`src/rtl/sdram_sr_pkg.sv`:
```
package sdram_sr_pkg;
  typedef enum logic [1:0] {ST_RUN, ST_ENTER, ST_SUSP, ST_EXIT} sr_state_e;
endpackage

```
`src/rtl/sr_mode_decode.sv`:
```
module sr_mode_decode (
  input  logic map_cfg_i,
  input  logic pwr_cfg_i,
  input  logic reg_dimm_i,
  input  logic edo_cbr_i,
  output logic stagger_o,
  output logic single_pin_o,
  output logic pd_en_o,
  output logic bypass_o
);
  always_comb begin
    stagger_o    = !map_cfg_i;
    single_pin_o = map_cfg_i || pwr_cfg_i;
    bypass_o     = reg_dimm_i || edo_cbr_i;
    pd_en_o      = !map_cfg_i && !pwr_cfg_i && !bypass_o;
  end
endmodule

```
`src/rtl/sr_row_pd.sv`:
```
module sr_row_pd #(
  parameter int IDLE_W = 4
) (
  input  logic              clk_i,
  input  logic              rst_ni,
  input  logic              run_i,
  input  logic              pd_en_i,
  input  logic              idle_i,
  input  logic [IDLE_W-1:0] limit_i,
  input  logic              wake_i,
  input  logic              sleep_i,
  output logic              cke_o
);
  logic [IDLE_W-1:0] idle_cnt;

  always_ff @(posedge clk_i or negedge rst_ni) begin
    if (!rst_ni) begin
      cke_o    <= 1'b1;
      idle_cnt <= '0;
    end else if (sleep_i) begin
      cke_o    <= 1'b0;
      idle_cnt <= '0;
    end else if (wake_i) begin
      cke_o    <= 1'b1;
      idle_cnt <= '0;
    end else if (run_i) begin
      if (pd_en_i && idle_i) begin
        if (idle_cnt == limit_i) cke_o <= 1'b0;
        else                     idle_cnt <= idle_cnt + 1'b1;
      end else begin
        cke_o    <= 1'b1;
        idle_cnt <= '0;
      end
    end
  end


  pd_off_chk: assert property (@(posedge clk_i) disable iff (!rst_ni)
    (run_i && !pd_en_i && !sleep_i) |=> cke_o);


  wake_busy_chk: assert property (@(posedge clk_i) disable iff (!rst_ni)
    (run_i && !idle_i && !sleep_i) |=> cke_o);
endmodule

```
`src/rtl/sdram_suspend_ctl.sv`:
```
module sdram_suspend_ctl
  import sdram_sr_pkg::*;
#(
  parameter int NUM_ROWS    = 6,
  parameter int GAP_W       = 4,
  parameter int IDLE_W      = 4,
  parameter int EXIT_CYCLES = 4
) (
  input  logic                clk_i,
  input  logic                rst_ni,
  input  logic                map_cfg_i,
  input  logic                pwr_cfg_i,
  input  logic                reg_dimm_i,
  input  logic                edo_cbr_i,
  input  logic                suspend_req_i,
  input  logic                resume_req_i,
  input  logic [NUM_ROWS-1:0] row_idle_i,
  input  logic [GAP_W-1:0]    stagger_gap_i,
  input  logic [IDLE_W-1:0]   idle_limit_i,
  output logic [NUM_ROWS-1:0] cke_o,
  output logic [NUM_ROWS-1:0] sr_cmd_o,
  output logic                suspend_done_o,
  output logic                ready_o
);
  localparam int PTR_W  = $clog2(NUM_ROWS + 1);
  localparam int EXIT_W = $clog2(EXIT_CYCLES + 1);
  localparam int CNT_W  = (EXIT_W > GAP_W) ? EXIT_W : GAP_W;
  localparam logic [PTR_W-1:0] LAST_PTR = PTR_W'(NUM_ROWS);

  sr_state_e           state;
  logic [PTR_W-1:0]    ptr;
  logic [CNT_W-1:0]    cnt;
  logic [NUM_ROWS-1:0] row_cke, sleep_vec, sr_cmd_q;
  logic                done_q, wake_all, step;
  logic                stagger, single_pin, pd_en, bypass;
  logic [GAP_W-1:0]    gap_eff;

  sr_mode_decode u_dec (
    .map_cfg_i   (map_cfg_i),
    .pwr_cfg_i   (pwr_cfg_i),
    .reg_dimm_i  (reg_dimm_i),
    .edo_cbr_i   (edo_cbr_i),
    .stagger_o   (stagger),
    .single_pin_o(single_pin),
    .pd_en_o     (pd_en),
    .bypass_o    (bypass)
  );

  assign gap_eff  = (stagger_gap_i == '0) ? GAP_W'(1) : stagger_gap_i;
  assign wake_all = (state == ST_RUN && suspend_req_i) || (state == ST_SUSP && resume_req_i);
  assign step     = (state == ST_ENTER) && (ptr != LAST_PTR) && (cnt == '0);

  always_comb begin
    sleep_vec = '0;
    if (step) begin
      if (stagger) sleep_vec[ptr] = 1'b1;
      else         sleep_vec = '1;
    end
  end

  for (genvar r = 0; r < NUM_ROWS; r++) begin : g_row
    sr_row_pd #(.IDLE_W(IDLE_W)) u_row (
      .clk_i  (clk_i),
      .rst_ni (rst_ni),
      .run_i  (state == ST_RUN),
      .pd_en_i(pd_en),
      .idle_i (row_idle_i[r]),
      .limit_i(idle_limit_i),
      .wake_i (wake_all),
      .sleep_i(sleep_vec[r]),
      .cke_o  (row_cke[r])
    );
  end

  always_ff @(posedge clk_i or negedge rst_ni) begin
    if (!rst_ni) begin
      state    <= ST_RUN;
      ptr      <= '0;
      cnt      <= '0;
      sr_cmd_q <= '0;
      done_q   <= 1'b0;
    end else begin
      sr_cmd_q <= sleep_vec;
      unique case (state)
        ST_RUN: if (suspend_req_i) begin
          if (bypass) begin
            state  <= ST_SUSP;
            done_q <= 1'b1;
          end else begin
            state <= ST_ENTER;
            ptr   <= '0;
            cnt   <= '0;
          end
        end
        ST_ENTER: begin
          if (ptr == LAST_PTR) begin
            state  <= ST_SUSP;
            done_q <= 1'b1;
          end else if (step) begin
            ptr <= stagger ? ptr + 1'b1 : LAST_PTR;
            cnt <= CNT_W'(gap_eff - 1'b1);
          end else begin
            cnt <= cnt - 1'b1;
          end
        end
        ST_SUSP: if (resume_req_i) begin
          state  <= ST_EXIT;
          done_q <= 1'b0;
          cnt    <= CNT_W'(EXIT_CYCLES - 1);
        end
        ST_EXIT: begin
          if (cnt == '0) state <= ST_RUN;
          else           cnt   <= cnt - 1'b1;
        end
        default: state <= ST_RUN;
      endcase
    end
  end

  // pin mapping per topology
  always_comb begin
    cke_o    = '0;
    cke_o[0] = single_pin ? |row_cke : row_cke[0];
    if (!single_pin) cke_o = row_cke;
  end

  assign sr_cmd_o       = sr_cmd_q;
  assign suspend_done_o = done_q;
  assign ready_o        = (state == ST_RUN);


  strobe_cke_low_chk: assert property (@(posedge clk_i) disable iff (!rst_ni)
    (sr_cmd_q & row_cke) == '0);

  strobe_single_chk: assert property (@(posedge clk_i) disable iff (!rst_ni)
    (stagger && !bypass) |-> $onehot0(sr_cmd_q));

  done_all_low_chk: assert property (@(posedge clk_i) disable iff (!rst_ni)
    (suspend_done_o && !bypass) |-> (row_cke == '0));

  ready_awake_chk: assert property (@(posedge clk_i) disable iff (!rst_ni)
    $rose(ready_o) |-> (&row_cke));

  bypass_no_cmd_chk: assert property (@(posedge clk_i) disable iff (!rst_ni)
    bypass |-> (sr_cmd_q == '0 && (&row_cke)));
endmodule

```
`config.mk`:
```
export PLATFORM = sky130hd
export DESIGN_NAME = sdram_suspend_ctl
export DESIGN_NICKNAME = d
export VERILOG_FILES = /design/src/rtl/sdram_sr_pkg.sv /design/src/rtl/sr_mode_decode.sv /design/src/rtl/sr_row_pd.sv /design/src/rtl/sdram_suspend_ctl.sv
export SDC_FILE = /design/constraint.sdc
export NUM_CORES = 1
export LEC_CHECK = 0
export CAP_MARGIN = 20
export CORE_UTILIZATION = 45
export CTS_BUF_LIST = sky130_fd_sc_hd__clkbuf_8
export CTS_CLUSTER_DIAMETER = 150
export DETAILED_ROUTE_END_ITERATION = 7
export GPL_TIMING_DRIVEN = 0
export PLACE_DENSITY = 0.66
export SLEW_MARGIN = 20
export SYNTH_ARGS = -nofsm -noshare
export SYNTH_HDL_FRONTEND = slang
export SYNTH_SLANG_ARGS = --single-unit
```
`constraint.sdc`:
```
create_clock -name clk_i -period 3.48 [get_ports clk_i]
set_input_delay 0.348 -clock clk_i [delete_from_list [all_inputs] [get_ports clk_i]]
set_output_delay 0.348 -clock clk_i [all_outputs]
set_load 0.005 [all_outputs]
```
==> out/results.ini, run 1 <==
[outcome]
outcome = finished with violations
violations = DRC

[detailed_routing]
routedWlPerCell_um = 16.4
drc = 6
via_per_inst = 5.97
drt_iter0_markers = 170
vias = 2607
wl_mm = 7.17
drt_first_pass_iters = 6
ant_nets = 0

[sta]
maxSlewViolCount = 0
skew_ns = 0.0127
period_needed_ns = 2.33
hold_violations = 0
setup_viol = 0
rsz0062_at_grt = no
fmax_mhz = 430
maxSlewHeadroom = 0.470
finalSetupTns_ns = 0
whs_ns = 0.469
period_share = 0.668
worst_slew_pin_slew_ns = 0.795

[critical_path]
path_class = flop to flop
r2r-start = state[0]
crit_start = state[0]
rr_endpoint = g_row[0].u_row.idle_cnt[2]
cp-endpoint = g_row[0].u_row.idle_cnt[2]
required_ns = 3.70
cp_max_fo = 10
end_kind = flop
r2r.worst_path.cells = 6
start_kind = flop
r2r_setup_slack_ns = 1.15
worstPathArrival_ns = 2.55

[grt]
overflow = 0
antenna_found_initial = 0
grt_pass1_wl_mm = 12.1
grt_pass1_vias = 2490
grt_max_degree = 32
track_usage = 0.215

[logic_synthesis]
seq_area_frac_synth = 0.382
synth_edf_count = 0
yosysWarnings = 0
syn_inst = 320
synth_fp_nets = 356
ys_types = 61
synth_ff_type = dfrtp_1
async_reset_ff_frac = 1.00
synth_seq_cells = 46
avgSynthCellArea_um2 = 9.49
synth_area_mm2 = 0.00304

[final_layout]
nNetsFinal = 395
fillCellCount = 566
layout_commonest_cell = dfrtp_1
stdcell_count = 437
drive_gt1_frac = 0.114
utilization = 0.561
area_growth_pct = 18.6
diodes = 0
final_cell_mix = 40 x dfrtp_1, 29 x clkdlybuf4s50_1, 25 x xnor2_1

[floorplan]
die_y_um = 84.1
start_util = 0.473
coreArea_mm2 = 0.00642
die_area_mm2 = 0.00708
ios = 36
row_count = 29
die_width_um = 84.1

[cts]
cts_made_buffers = 5
cts_tree = built
cts_buffer_depth = 2
clk_latency_ns = 0.31
cts_hold_buf = 1
postCtsSetupBuffers = 0
clockRootBuffer = clkbuf_8
clock_sinks = 46
clk_transition_reported_paths_ns = 0.09
cts_resized = 0
h-tree-depth = 2

[min_path]
min_path_type = input pin to flop
hold_path_depth = 3

[placed_design]
dp.cells = 428
port_buffers = 30
hpwl_mm = 5.22
gp_congestion = 0.826

[power]
ir_drop_mv = 0.498
p_leak_nw = 1.52
p_per_area_mw_per_mm2 = 636

[job]
drv_cap = 0

==> where the power goes <==
part,internal (mW),switching (mW),leakage (nW)
combinational,0.436,0.612,0.842
clock,0.306,0.186,0.0714
sequential,0.657,0.0941,0.608
==> area by class of cell <==
class | count | area [µm²] | share of cell area
multi-input combinational | 253 | 1780 | 0.495
inverter | 12 | 45.0 | 0.0125
sequential | 46 | 1160 | 0.322
tap | 77 | 96.3 | 0.0268
clock inverter | 2 | 60.1 | 0.0167
buffer | 9 | 51.3 | 0.0142
clock buffer | 6 | 82.6 | 0.0229
timing repair buffer | 32 | 325 | 0.0903
==> flip-flops by register name (all words and copies together) (netlist names) <==
| register | count |
|---|---|
| cnt | 4 |
| g_row.u_row.cke_o | 6 |
| g_row.u_row.idle_cnt | 24 |
| ptr | 3 |
| sr_cmd_o | 6 |
| state | 2 |
| suspend_done_o | 1 |
==> Yosys cell counts, types with 4 or more instances <==
library cell  instances  share of area
dfrtp_1              40           0.33
inv_1                 9          0.011
a31oi_1               4         0.0082
nand3_1               6         0.0099
or4_1                 4         0.0099
o21ai_0              18          0.030
nor3_1                6         0.0099
and3_1                6          0.012
a21oi_1              20          0.033
nor2_1               19          0.023
mux2i_1               7          0.023
o211ai_1              8          0.020
ha_1                 14          0.058
a31o_1                6          0.017
nand2_1              22          0.027
xnor2_1              25          0.072
nand4_1              16          0.033
a21o_1                4         0.0099
and2_1                8          0.016
dfstp_2               6          0.052
buf_2                 5         0.0082
xor2_1                6          0.017
==> critical path: stages (launching register included) <==
cell	delay (ns)
dfrtp_1	0.38
inv_1	0.10
ha_1	0.33
a21oi_1	0.66
clkbuf_1	0.45
o21ai_0	0.17
a21oi_1	0.15
==> through the flow <==
step                setup WS [ns]  area, µm²  total power, mW
global placement            0.714       3430             1.78
CTS                          1.16       3600             2.30
detailed placement           1.09       3450             1.80
global route                0.941       3600             2.45
finish                       1.15       3600             2.29
floorplan                    1.55       3040             1.49
==> per-layer routing <==
metal,vias to the layer above,track usage,share of wire
met3,9,0.0354,0.043
met2,76,0.360,0.48
met5,-,0,0
met4,0,0.0658,0.013
met1,1262,0.287,0.47
li1,1260,-,-
==> logic make-up (layout without fill, tap and decap cells) <==
group / Yosys count / in the layout / synth area share
AO/OA/AOI/OAI: 90 / 90 / 0.204
buffers and inverters: 21 / 61 / 0.0317
AND/OR/NAND/NOR: 109 / 109 / 0.205
multiplexers: 9 / 9 / 0.0305
XOR/XNOR: 31 / 31 / 0.0894
flip-flops: 46 / 46 / 0.382
adder cells (fa/ha/maj): 14 / 14 / 0.0577
==> worst min-delay path by stage <==
stage	startpoint	end	slack (ns)
finish	map_cfg_i	ptr[2]	0.47
CTS	map_cfg_i	ptr[2]	0.46
global route	map_cfg_i	ptr[2]	0.49
global placement	g_row[5].u_row.cke_o	g_row[5].u_row.cke_o	0.48
floorplan	rst_ni	cnt[0]	0.05
detailed placement	rst_ni	g_row[1].u_row.idle_cnt[2]	0.30
Power figures use the tool's default switching activity.
==> inputs of run 2 (changes only) <==
--- a/config.mk
+++ b/config.mk
@@ -11,7 +11,7 @@
 export CTS_CLUSTER_DIAMETER = 150
 export DETAILED_ROUTE_END_ITERATION = 7
 export GPL_TIMING_DRIVEN = 0
-export PLACE_DENSITY = 0.66
+export PLACE_DENSITY = 0.69
 export SLEW_MARGIN = 20
 export SYNTH_ARGS = -nofsm -noshare
 export SYNTH_HDL_FRONTEND = slang
==> constraint.sdc (replaced) <==
create_clock -name clk_i -period 1.93 [get_ports clk_i]
set_input_delay 0.193 -clock clk_i [delete_from_list [all_inputs] [get_ports clk_i]]
set_output_delay 0.193 -clock clk_i [all_outputs]
set_load 0.005 [all_outputs]
==> run 2 against run 1 <==
Count of clock-buffer cells in the layout is 2 higher. Critical path depth rose by 2. Worst hold slack lost 0.12 ns. Highest routed layer unchanged. Global-route usage is 1.5 points higher. Sequential share of layout area decreased by 3.5 points. Design area grew 13%. Critical endpoint is now cnt[2]. Register-to-register slack worse by 1.2 ns. Clock skew decreased by 0.0075 ns. Combinational power grew to 2.5 times the previous value. Final cell count rose by 7.1%. Utilization up 7.0 points. The run ends with DRC, setup timing left. First-iteration DRC count decreased by 15%.
==> out/results.ini, run 2 (synthesis gave the netlist of run 1 again) <==
[outcome]
outcome = finished with violations
violations = DRC, setup timing

[placed_design]
dp.cells = 428  ; unchanged
port_buffers = 30  ; unchanged
post-place-ws_ns = -0.372  ; -1.47 ns
placed_cell_area_mm2 = 0.00345  ; unchanged
hpwl_mm = 5.26  ; +0.72%
gp_congestion = 0.821  ; -0.59%

[critical_path]
crit_path_cell_trace = inv_1 -> ha_2 -> nor3b_4 -> buf_12 -> buf_6 -> a211o_4 -> or4_1 -> nand3_1
worstPathArrival_ns = 2.18  ; -0.37 ns
end_kind = flop
required_ns = 2.17  ; -1.53 ns
cp_max_fo = 7  ; -3
cp_num_buf_inv = 3  ; +1
critPathTopFamily = simple AND/OR/NAND/NOR gates
start_kind = flop
path_class = flop to flop
cpMaxStageDelayCell = or4_1
cpPeakStageDelay_ns = 0.47  ; -0.19 ns

[sta]
setup_slack_ns = -0.00633  ; -1.16 ns
whs_ns = 0.347  ; -0.121 ns
worst_slew_pin_slew_ns = 0.468  ; -0.327 ns
maxSlewHeadroom = 0.688  ; +0.218
period_share = 1.00  ; +0.335
fmax_mhz = 516  ; +20%
setup_viol = 1  ; +1
skew_ns = 0.00516  ; -0.00753 ns
period_needed_ns = 1.94  ; -0.389 ns
hold_violations = 0  ; unchanged
maxSlewViolCount = 0  ; unchanged
rsz0062_at_grt = yes

[floorplan]
die_area_mm2 = 0.00708  ; unchanged
coreArea_mm2 = 0.00642  ; unchanged
row_count = 29  ; unchanged
ios = 36  ; unchanged
start_util = 0.473  ; unchanged
die_y_um = 84.1  ; unchanged
die_width_um = 84.1  ; unchanged

[final_layout]
final_cell_mix = 38 x dfrtp_1, 27 x buf_4, 27 x clkdlybuf4s50_1
layout_commonest_cell = dfrtp_1
area_growth_pct = 33.5
regMostFlops = g_row.u_row.idle_cnt
fin_area_mm2 = 0.00405  ; +13%
fillCellCount = 527  ; -6.9%
regArea_mm2 = 0.00116  ; +0.22%
largest_register_ff_count = 24  ; unchanged
diodes = 0  ; unchanged
multi_input_area_mm2 = 0.00200  ; +12%
nNetsFinal = 426  ; +7.8%
stdcell_count = 468  ; +7.1%
drive_gt1_frac = 0.276  ; +0.162

[detailed_routing]
drt_iter0_markers = 145  ; -15%
routedWlPerCell_um = 16.9  ; +3.1%
via_per_inst = 5.97  ; about the same
drc = 8  ; +2
vias = 2793  ; +7.1%
wl_mm = 7.91  ; +10%
drt_first_pass_iters = 7  ; +1
ant_nets = 0  ; unchanged

[grt]
grt_max_degree = 32  ; unchanged
track_usage = 0.230  ; +0.0147
grt_pass1_wl_mm = 12.9  ; +7.3%
grt_pass1_vias = 2682  ; +7.7%
overflow = 0  ; unchanged
antenna_found_initial = 0  ; unchanged

[power]
p_per_area_mw_per_mm2 = 1160  ; +83%
ir_drop_mv = 0.701  ; +41%
p_leak_nw = 1.69  ; +11%

[job]
drv_cap = 0  ; unchanged

[cts]
clock_sinks = 46  ; unchanged
clk_transition_reported_paths_ns = 0.09  ; about the same
cts_made_buffers = 5  ; unchanged
clk_latency_ns = 0.30  ; about the same
clockRootBuffer = clkbuf_8
cts_tree = built
h-tree-depth = 2  ; unchanged
cts_buffer_depth = 2  ; unchanged

[min_path]
min_path_type = input pin to async pin

-- run 2: changes by cell type in the layout (fill, tap and decap cells not counted), moves of 3 or more --
cell	delta
inv_1	-4
buf_4	+26
inv_2	+4
a21oi_1	-3
o2111ai_2	-3
o2111ai_4	+3
ha_1	-6
ha_2	+3
ha_4	+3
buf_6	+4
o21ai_0	-3
-- run 2: timing repair --
action                     4_1_cts  5_1_grt
setup endpoints to repair       41       39
hold buffers                     1        0
pin swaps                       20       10
hold endpoints to repair        15        0
buffers inserted                23        9
gates resized for setup         40       19
-- run 2: metal layers --
| layer | vias to the layer above | share of wire | GRT usage |
|---|---|---|---|
| met2 | 59 | 0.52 | 0.412 |
| met4 | 0 | 0.018 | 0.0643 |
| met5 | - | 0 | 0 |
| met1 | 1393 | 0.43 | 0.295 |
| met3 | 10 | 0.037 | 0.0246 |
| li1 | 1331 | - | - |
-- run 2: path summary, 6_finish.rpt --
kind / from / endpoint / slack [ns] / depth (start not counted)
min: rst_ni / g_row[1].u_row.idle_cnt[3] / 0.35 / 2
max reg2reg: cnt[1] / cnt[2] / -0.006 / 8
max in group asynchronous: rst_ni / g_row[3].u_row.cke_o / 1.01 / 3
max: cnt[1] / cnt[2] / -0.006 / 8
min in group clk_i: map_cfg_i / ptr[2] / 0.35 / 3
min reg2reg: g_row[5].u_row.cke_o / g_row[5].u_row.cke_o / 0.51 / 2
-- run 2: power by group --
| group | internal, mW | total [mW] | switching, mW |
|---|---|---|---|
| Clock | 0.362 | 0.693 | 0.331 |
| Combinational | 1.26 | 2.65 | 1.39 |
| Sequential | 1.19 | 1.37 | 0.186 |
-- run 2: cell type report --
cell class,instances,share of cell area
plain buffers,9,0.0139
clock buffers,8,0.0272
inverters,12,0.0111
multi-input cells,253,0.494
flip-flops and latches,46,0.287
well taps,77,0.0238
repair buffers,63,0.144
-- run 2: through the flow --
step | power (mW) | utilization | setup TNS (ns)
after global placement | 3.22 | 0.535 | -35.94
after CTS | 4.44 | 0.610 | -0.169
after detailed placement | 3.26 | 0.537 | -6.88
after floorplan | 2.68 | - | 0
after global routing | 5.02 | 0.631 | -0.103
final | 4.71 | 0.631 | -0.00633
-- run 2: worst reg2reg max path, cell delays in order (launching register included) --
cell	delay [ns]
dfrtp_1	0.35
inv_1	0.05
ha_2	0.18
nor3b_4	0.16
buf_12	0.15
buf_6	0.11
a211o_4	0.33
or4_1	0.47
nand3_1	0.09
==> inputs of run 3 (changes only) <==
--- a/config.mk
+++ b/config.mk
@@ -10,7 +10,7 @@
 export CTS_BUF_LIST = sky130_fd_sc_hd__clkbuf_8
 export CTS_CLUSTER_DIAMETER = 150
 export DETAILED_ROUTE_END_ITERATION = 7
-export GPL_TIMING_DRIVEN = 0
+export GPL_TIMING_DRIVEN = 1
 export PLACE_DENSITY = 0.69
 export SLEW_MARGIN = 20
 export SYNTH_ARGS = -nofsm -noshare
==> run 3 against run 2 <==
The flow still finishes with violations (DRC, setup timing). Setup slack got worse by 0.012 ns. Combinational power barely moved. Worst hold slack improved by 0.019 ns. Via count rose by 2.4%. Count of clock-buffer cells in the layout fell by 3. Maximum frequency fell by 0.63%. Die area did not move. Clock power fell by 12%. Register-to-register slack barely moved. Critical endpoint is now g_row[4].u_row.idle_cnt[0]. Largest power group unchanged.
==> out/results.ini, run 3 (synthesis gave the netlist of run 1 again) <==
[final_layout]
area_growth_pct = 38.1
fin_area_mm2 = 0.00419  ; +3.5%
stdcell_count = 501  ; +7.1%
final_cell_mix = 67 x buf_4, 40 x dfrtp_1, 33 x clkdlybuf4s50_1
nNetsFinal = 459  ; +7.7%
layout_commonest_cell = buf_4
largest_register_ff_count = 24  ; unchanged
regMostFlops = g_row.u_row.idle_cnt
drive_gt1_frac = 0.307  ; +0.0304
diodes = 0  ; unchanged

[detailed_routing]
wl_mm = 7.71  ; -2.5%
topRoutingLayerUsed = met4
ant_nets = 0  ; unchanged
drt_first_pass_iters = 6  ; -1
drt_iter0_markers = 139  ; -4.1%
vias = 2860  ; +2.4%
routedWlPerCell_um = 15.4  ; -8.9%
wl_met3_um = 301  ; +2.7%
met2WireLength_mm = 3.98  ; -2.4%
drc = 9  ; +1
via_per_inst = 5.71  ; -4.3%
wl_met1_mm = 3.34  ; -1.8%

[critical_path]
required_ns = 2.17  ; about the same
r2r.worst_path.cells = 8  ; unchanged
cp_max_fo = 6  ; -1
r2r_setup_slack_ns = -0.02  ; about the same
path_class = flop to flop
rr_endpoint = g_row[4].u_row.idle_cnt[0]
start_kind = flop
end_kind = flop
r2r-start = cnt[0]
worstPathArrival_ns = 2.19  ; about the same

[sta]
period_share = 1.01  ; +0.00636
worst_slew_pin_slew_ns = 0.454  ; -0.0136 ns
maxSlewHeadroom = 0.697  ; +0.00908
setup_slack_ns = -0.0186  ; -0.0123 ns
maxSlewViolCount = 0  ; unchanged
fmax_mhz = 513  ; -0.63%
hold_violations = 0  ; unchanged
setup_viol = 2  ; +1
skew_ns = 0.0141  ; +0.00891 ns
whs_ns = 0.366  ; +0.0186 ns
period_needed_ns = 1.95  ; +0.0123 ns
rsz0062_at_grt = yes

[cts]
clock_sinks = 46  ; unchanged
cts_buffer_depth = 2  ; unchanged
clk_latency_ns = 0.31  ; about the same
cts_made_buffers = 5  ; unchanged
clk_transition_reported_paths_ns = 0.10  ; about the same
h-tree-depth = 2  ; unchanged
clockRootBuffer = clkbuf_8
cts_tree = built

[floorplan]
die_area_mm2 = 0.00708  ; unchanged
die_width_um = 84.1  ; unchanged
die_y_um = 84.1  ; unchanged
row_count = 29  ; unchanged
coreArea_mm2 = 0.00642  ; unchanged
start_util = 0.473  ; unchanged
ios = 36  ; unchanged

[power]
finalPower_mw = 4.62  ; -2.0%
ir_drop_mv = 0.774  ; +10%
p_leak_nw = 1.82  ; +7.6%
p_per_area_mw_per_mm2 = 1100  ; -5.3%

[grt]
overflow = 0  ; unchanged
antenna_found_initial = 0  ; unchanged
grt_pass1_vias = 2935  ; +9.4%
track_usage = 0.230  ; +0.000260
grt_max_degree = 21  ; -34%
grt_pass1_wl_mm = 13.1  ; +1.2%

[outcome]
outcome = finished with violations
violations = DRC, setup timing

[placed_design]
port_buffers = 35  ; +17%
placed_cell_area_mm2 = 0.00392  ; +14%
hpwl_mm = 5.91  ; +12%
dp.cells = 487  ; +14%
gp_congestion = 0.865  ; +5.4%

[job]
drv_cap = 0  ; unchanged

[min_path]
min_path_type = input pin to async pin

## run 3: cell count changes in the layout (fill, tap and decap cells not counted), sizes merged
cell	change
buf	+30
clkbuf	-5
clkdlybuf4s15	+1
clkdlybuf4s50	+6
clkinv	+2
clkinvlp	+1
dlygate4sd2	-2
## run 3: metrics by stage
stage	utilization	worst slack, ns	TNS, ns
finish	0.653	-0.0186	-0.0278
global route	0.653	-0.0937	-0.636
CTS	0.629	0.00128	0
detailed placement	0.610	-0.0719	-0.160
global placement	0.610	-0.00740	-0.00740
floorplan	-	0.00471	0
## run 3: what timing repair did
action | 4_1_cts | 5_1_grt
hold buffers | 1 | 0
buffers inserted | 2 | 3
endpoints found under the setup margin | 12 | 27
gates resized for setup | 3 | 34
pin swaps | 1 | 16
endpoints found under the hold margin | 13 | 0
## run 3: metal layers
| metal | track usage | vias up |
|---|---|---|
| li1 | - | 1404 |
| met1 | 0.281 | 1389 |
| met2 | 0.413 | 57 |
| met3 | 0.0393 | 10 |
| met4 | 0.0737 | 0 |
| met5 | 0 | - |
## run 3: power by group
part	internal, mW	switching (mW)	total (mW)	leakage (nW)
Clock	0.255	0.355	0.610	0.0441
Sequential	1.18	0.159	1.34	0.608
Combinational	1.35	1.31	2.66	1.17
## run 3: area by class of cell
cell class / count / area [µm²]
clock buffers: 5 / 68.8
flip-flops and latches: 46 / 1160
multi-input cells: 253 / 1910
repair buffers: 105 / 890
fillers: 533 / 2230
well taps: 77 / 96.3
clock inverters: 3 / 21.3
inverters: 12 / 45.0
## run 3: worst max-delay path by stage
stage	endpoint	from	slack, ns
floorplan	cnt[2]	state[0]	0.005
global placement	g_row[3].u_row.idle_cnt[3]	state[0]	-0.007
detailed placement	g_row[4].u_row.idle_cnt[0]	state[0]	-0.07
CTS	g_row[4].u_row.idle_cnt[0]	cnt[0]	0.001
global route	g_row[4].u_row.idle_cnt[0]	cnt[0]	-0.09
finish	g_row[4].u_row.idle_cnt[0]	cnt[0]	-0.02
## run 3: worst max-delay path, cell delays in order, from the launching register on
cell,delay [ns]
dfrtp_1,0.39
inv_1,0.06
ha_2,0.17
nor3b_4,0.39
o2111ai_2,0.25
inv_2,0.16
o21ai_2,0.10
nor4_2,0.24
a31o_1,0.13
